===== config.mk =====
export PLATFORM = sky130hd
export DESIGN_NAME = pingpong_int_seq
export DESIGN_NICKNAME = d
export VERILOG_FILES = /design/src/rtl/pp_seq_pkg.sv /design/src/rtl/pp_meas_timer.sv /design/src/rtl/pp_seq_fsm.sv /design/src/rtl/pingpong_int_seq.sv
export SDC_FILE = /design/constraint.sdc
export NUM_CORES = 1
export LEC_CHECK = 0
export BUFFER_PORTS_ARGS = -buffer_cell sky130_fd_sc_hd__buf_2
export CORE_ASPECT_RATIO = 0.9
export CORE_MARGIN = 2
export CORE_UTILIZATION = 40
export CTS_CLUSTER_SIZE = 30
export DETAILED_ROUTE_END_ITERATION = 10
export GPL_ROUTABILITY_DRIVEN = 0
export MAX_ROUTING_LAYER = met4
export SYNTH_ARGS = -nofsm -noshare
export SYNTH_HDL_FRONTEND = slang
export SYNTH_SLANG_ARGS = --single-unit
export TNS_END_PERCENT = 5

===== constraint.sdc =====
create_clock -name clk -period 2.6 [get_ports clk]
set_clock_uncertainty 0.05 [all_clocks]
set_input_delay 0.52 -clock clk [delete_from_list [all_inputs] [get_ports clk]]
set_output_delay 0.52 -clock clk [all_outputs]
set_load 0.1 [all_outputs]

===== src/rtl/pp_seq_pkg.sv =====
package pp_seq_pkg;

   localparam int STATE_CODE_W = 4;

   // state numbers are visible on the state_code port
   typedef enum logic [STATE_CODE_W-1:0] {
      ST_FIN_A       = 4'd1,
      ST_PREP_A      = 4'd2,
      ST_INT_A       = 4'd3,
      ST_INTB_MEAS_A = 4'd4,
      ST_INTA_MEAS_B = 4'd5,
      ST_INT_B       = 4'd6,
      ST_PREP_B      = 4'd7,
      ST_FIN_B       = 4'd8
   } seq_state_t;

endpackage


===== src/rtl/pp_meas_timer.sv =====
module pp_meas_timer #(
   parameter int MEAS_CYCLES = 6
) (
   input  logic clk,
   input  logic rst_n,
   input  logic start_a,
   input  logic start_b,
   output logic busy
);

   generate
      if (MEAS_CYCLES == 1) begin : g_single
         // the strobe cycle is the whole measurement
         assign busy = start_a | start_b;
      end else begin : g_count
         localparam int CNT_W = $clog2(MEAS_CYCLES);
         localparam logic [CNT_W-1:0] LOAD_VAL = CNT_W'(MEAS_CYCLES - 1);

         logic [CNT_W-1:0] remain;

         always_ff @(posedge clk) begin
            if (!rst_n) begin
               remain <= '0;
            end else if (start_a || start_b) begin
               remain <= LOAD_VAL;
            end else if (remain != '0) begin
               remain <= remain - 1'b1;
            end
         end

         assign busy = start_a | start_b | (remain != '0);
      end
   endgenerate

endmodule


===== src/rtl/pp_seq_fsm.sv =====
module pp_seq_fsm
   import pp_seq_pkg::*;
(
   input  logic       clk,
   input  logic       rst_n,
   input  logic       conv,
   input  logic       busy,
   output seq_state_t cur_st,
   output logic       go_a,
   output logic       go_b
);

   seq_state_t nxt_st;
   logic       pend, nxt_pend;
   logic       nxt_go_a, nxt_go_b;

   always_comb begin
      nxt_st   = cur_st;
      nxt_pend = pend;
      nxt_go_a = 1'b0;
      nxt_go_b = 1'b0;
      unique case (cur_st)
         ST_FIN_A: begin
            if (!busy) begin
               if (pend) begin
                  nxt_go_b = 1'b1;
                  nxt_pend = 1'b0;
               end else begin
                  nxt_st = conv ? ST_PREP_A : ST_FIN_B;
               end
            end
         end
         ST_FIN_B: begin
            if (!busy) begin
               if (pend) begin
                  nxt_go_a = 1'b1;
                  nxt_pend = 1'b0;
               end else begin
                  nxt_st = conv ? ST_FIN_A : ST_PREP_B;
               end
            end
         end
         ST_PREP_A: nxt_st = ST_INT_A;
         ST_PREP_B: nxt_st = ST_INT_B;
         ST_INT_A: begin
            if (!conv) begin
               nxt_st   = ST_INTB_MEAS_A;
               nxt_go_a = 1'b1;
            end
         end
         ST_INT_B: begin
            if (conv) begin
               nxt_st   = ST_INTA_MEAS_B;
               nxt_go_b = 1'b1;
            end
         end
         ST_INTB_MEAS_A: begin
            if (conv) begin
               if (busy) begin
                  nxt_st   = ST_FIN_A;
                  nxt_pend = 1'b1;
               end else begin
                  nxt_st   = ST_INTA_MEAS_B;
                  nxt_go_b = 1'b1;
               end
            end
         end
         ST_INTA_MEAS_B: begin
            if (!conv) begin
               if (busy) begin
                  nxt_st   = ST_FIN_B;
                  nxt_pend = 1'b1;
               end else begin
                  nxt_st   = ST_INTB_MEAS_A;
                  nxt_go_a = 1'b1;
               end
            end
         end
         default: nxt_st = conv ? ST_FIN_A : ST_FIN_B;
      endcase
   end

   always_ff @(posedge clk) begin
      if (!rst_n) begin
         cur_st <= conv ? ST_FIN_A : ST_FIN_B;
         pend   <= 1'b0;
         go_a   <= 1'b0;
         go_b   <= 1'b0;
      end else begin
         cur_st <= nxt_st;
         pend   <= nxt_pend;
         go_a   <= nxt_go_a;
         go_b   <= nxt_go_b;
      end
   end

endmodule


===== src/rtl/pingpong_int_seq.sv =====
module pingpong_int_seq
   import pp_seq_pkg::*;
#(
   parameter int MEAS_CYCLES = 6
) (
   input  logic                    clk,
   input  logic                    rst_n,
   input  logic                    conv,
   output logic                    int_a_en,
   output logic                    int_b_en,
   output logic                    meas_go_a,
   output logic                    meas_go_b,
   output logic                    cont_mode,
   output logic [STATE_CODE_W-1:0] state_code
);

   generate
      if (MEAS_CYCLES < 1) begin : g_bad_meas_cycles
         $error("pingpong_int_seq: MEAS_CYCLES must be at least 1");
      end
   endgenerate

   seq_state_t cur_st;
   logic       meas_busy;

   pp_seq_fsm u_fsm (
      .clk    (clk),
      .rst_n  (rst_n),
      .conv   (conv),
      .busy   (meas_busy),
      .cur_st (cur_st),
      .go_a   (meas_go_a),
      .go_b   (meas_go_b)
   );

   pp_meas_timer #(
      .MEAS_CYCLES (MEAS_CYCLES)
   ) u_timer (
      .clk     (clk),
      .rst_n   (rst_n),
      .start_a (meas_go_a),
      .start_b (meas_go_b),
      .busy    (meas_busy)
   );

   always_comb begin
      int_a_en  = (cur_st == ST_INT_A) || (cur_st == ST_INTA_MEAS_B);
      int_b_en  = (cur_st == ST_INT_B) || (cur_st == ST_INTB_MEAS_A);
      cont_mode = (cur_st == ST_INT_A) || (cur_st == ST_INTB_MEAS_A) ||
                  (cur_st == ST_INTA_MEAS_B) || (cur_st == ST_INT_B);
   end

   assign state_code = cur_st;

endmodule


==> flow_metrics.py <==
metrics = {
    "outcome": {
        "status": "finished, final reports clean",
    },
    "run": {
        "maxCapViolations": 0,
    },
    "global_routing": {
        "grt_pass1_vias": 585,
        "grt_start_max_net_pins": 13,
        "grt_pass1_wl_um": 2640,
        "gr-usage-all-layers": 0.171,
        "globalRouteOverflowTotal": 0,
        "number_of_antenna_violations_at_the_first_check_in_global_routing": 0,
    },
    "clock_network": {
        "insertion_delay_ns": 0.27,
        "cts.sink_count": 10,
        "clkSlewWorstSetupHoldPaths_ns": 0.07,
        "max-clock-path-buffers": 2,
        "cts.repair.resized": 0,
        "tritoncts.num_buffers": 3,
        "post-cts-setup-buffers": 0,
        "post_cts_hold_buffer_count": 0,
        "tritoncts": "built",
        "root_buffer": "sky130_fd_sc_hd__clkbuf_4",
        "h-tree-depth": 1,
    },
    "logic_synthesis": {
        "synth_adder_area_share": 0.0522,
        "synth_seq_cells": 10,
        "syn_area_um2": 719,
        "synthDistinctLibCells": 42,
        "muxShareOfSynthArea": 0.0139,
        "largest_family_of_logic_cells_by_synthesized_area": "simple AND/OR/NAND/NOR gates",
        "postSynthCellCount": 78,
        "synth-xor-area-share": 0.0609,
        "synth_simple_gate_area_frac": 0.249,
        "ys_warn_count": 0,
        "synth-compound-area-share": 0.221,
        "synth_area_per_cell_um2": 9.22,
        "mappedNetlistNets": 84,
        "ys_seq_area_frac": 0.334,
    },
    "floorplanning": {
        "core-area_um2": 1680,
        "die_area_um2": 2150,
        "fp.dieH_um": 44.2,
        "fp.dieW_um": 48.7,
        "ios": 12,
        "initial_utilization": 0.428,
        "row_count": 14,
    },
    "layout": {
        "filler_cell_count": 175,
        "growth_of_design_area_from_synthesis_to_finish_pct": 16.3,
        "layout.cells.most_common": "sky130_fd_sc_hd__buf_2",
        "post_route_cells_drive_above_1_share": 0.278,
        "finish.net_count": 97,
        "mostFrequentLayoutCells": "11 x sky130_fd_sc_hd__buf_2, 6 x sky130_fd_sc_hd__dfxtp_1, 5 x sky130_fd_sc_hd__inv_1, 5 x sky130_fd_sc_hd__nand2_1",
        "diodes": 0,
    },
    "worst_setup_path": {
        "worst_setup_path_startpoint": "u_fsm.cur_st[1]",
        "crit_family": "flip-flops",
        "regToRegSetupSlack_ns": 0.58,
        "startpoint_type": "register",
        "regToRegEndpoint": "u_fsm.cur_st[1]",
        "crit_fanout": 12,
        "reg2reg_from": "u_timer.g_count.remain[0]",
        "ff2ff_path_depth": 6,
        "setup.worst_path.end": "cont_mode",
        "crit_cells": 4,
        "critical_path.slowest_cell": "sky130_fd_sc_hd__edfxtp_1",
        "crit_path_kind": "register to output pin",
        "critical_path_arrival_ns": 1.69,
        "critical_path.max_stage_delay_ns": 0.62,
        "kind_of_end_point_of_the_critical_path": "output pin",
        "worstPathBufferInverterCount": 1,
        "path_cells": "nand2_1, xor2_1, nor2_4, buf_2",
        "cp_required_ns": 2.03,
    },
    "placed_design": {
        "placement.io_buffers": 11,
        "detailedPlacementHpwl_um": 1100,
    },
    "sta": {
        "final_max_slew_viol_count": 0,
        "setup-violations-final": 0,
        "rsz0062_at_grt": "no",
        "clock_period_minus_worst_slack_ns": 2.26,
        "timing.fmax_ghz": 0.442,
        "fin_setup_tns_ns": 0,
        "worst-slew-pin-transition_ns": 0.485,
        "final.period_utilization": 0.870,
        "finalHoldViolations": 0,
        "slew-limit-headroom": 0.679,
    },
    "detailed_routing": {
        "routed_length_per_instance_um": 13.1,
        "number_of_search_and_repair_iterations_in_the_first_detailed_routing_pass": 4,
        "drt_iter0_drc": 5,
        "vias": 622,
        "detail_route.drc_violations": 0,
        "number_of_routed_nets_with_antenna_violations": 0,
        "drt_wl_total_um": 1490,
        "routed_via_density": 5.46,
    },
    "worst_hold_path": {
        "hold_path.class": "register to register",
    },
}
-- stage by stage --
| step | setup WS [ns] | std cells | area, µm² | hold WS, ns | utilization |
|---|---|---|---|---|---|
| floorplan | -0.135 | 78 | 734 | 0.415 | - |
| global placement | 0.626 | 110 | 811 | 0.458 | 0.482 |
| detailed placement | 0.601 | 110 | 811 | 0.455 | 0.482 |
| CTS | 0.322 | 114 | 837 | 0.463 | 0.498 |
| global route | 0.231 | 114 | 837 | 0.502 | 0.498 |
| finish | 0.338 | 114 | 837 | 0.459 | 0.498 |
-- cell type report --
cell class | count | area (µm²) | share of cell area
clock buffer | 3 | 22.5 | 0.0269
clock inverter | 1 | 3.75 | 0.00448
inverter | 5 | 18.8 | 0.0224
multi-input combinational | 57 | 444 | 0.531
sequential | 10 | 240 | 0.287
tap | 24 | 30.0 | 0.0359
timing repair buffer | 14 | 77.6 | 0.0927
-- state kept, by name, summed over array words and instances (netlist names) --
name                    count
u_fsm.go_b                  1
u_fsm.go_a                  1
u_fsm.cur_st                4
u_timer.g_count.remain      3
u_fsm.pend                  1
-- per-layer routing --
metal | vias to the layer above | routed length, µm | GRT usage
met3 | 2 | 100 | 0.0777
met1 | 293 | 753 | 0.211
met2 | 16 | 629 | 0.258
met4 | 0 | 10 | 0.0400
met5 | - | 0 | -
li1 | 311 | - | -
-- worst min-delay path: stages, from the launching register on --
cell and delay [ns]:
sky130_fd_sc_hd__dfxtp_1 0.33, sky130_fd_sc_hd__nand4_1 0.08, sky130_fd_sc_hd__a21boi_1 0.06
-- kinds of logic (layout without fill, tap and decap cells) --
| family | Yosys count | in the layout |
|---|---|---|
| DFF | 10 | 10 |
| and+or+nand+nor | 27 | 27 |
| AOI/OAI and AO/OA | 21 | 21 |
| muxes | 1 | 1 |
| buffers and inverters | 11 | 23 |
| xor gates and xnor gates | 5 | 5 |
| adders and majority gates | 3 | 3 |
-- cells in the mapped netlist, drive strengths merged --
library cell,count,share of area
edfxtp,4,0.17
a21oi,2,0.014
nor3b,2,0.043
and3,1,0.0087
o211a,1,0.014
or3,1,0.0087
nor3,1,0.0069
buf,5,0.038
mux2i,1,0.014
or4b,1,0.014
a32oi,1,0.012
nor2,6,0.035
nand4,1,0.0087
ha,3,0.052
a31oi,1,0.0087
nand3,1,0.0069
o21a,1,0.010
a32o,1,0.014
nor2b,1,0.0087
xor2,3,0.037
nand2b,1,0.0087
a31o,1,0.012
and2,1,0.0087
nor4b,1,0.012
nor4bb,2,0.028
xnor2,2,0.024
o21ai,3,0.026
nand2,5,0.026
clkbuf,1,0.0052
and2b,1,0.012
o211ai,3,0.031
a21boi,4,0.042
a211o,1,0.012
inv,5,0.026
o2bb2ai,2,0.024
and3b,1,0.012
dfxtp,6,0.17
-- how the worst min path moves through the flow --
| stage | from | to | slack (ns) | depth (start not counted) |
|---|---|---|---|---|
| after floorplan | u_fsm.pend | u_fsm.go_b | 0.42 | 2 |
| after global placement | u_fsm.pend | u_fsm.go_b | 0.46 | 2 |
| after detailed placement | u_fsm.pend | u_fsm.go_b | 0.46 | 2 |
| after CTS | u_fsm.pend | u_fsm.go_b | 0.46 | 2 |
| after global routing | u_fsm.pend | u_fsm.go_b | 0.50 | 2 |
| final | u_fsm.pend | u_fsm.go_b | 0.46 | 2 |
Power is left out: the tool's default activity adds up to more than one toggle a clock period on the data nets, which glitch-free logic cannot reach.
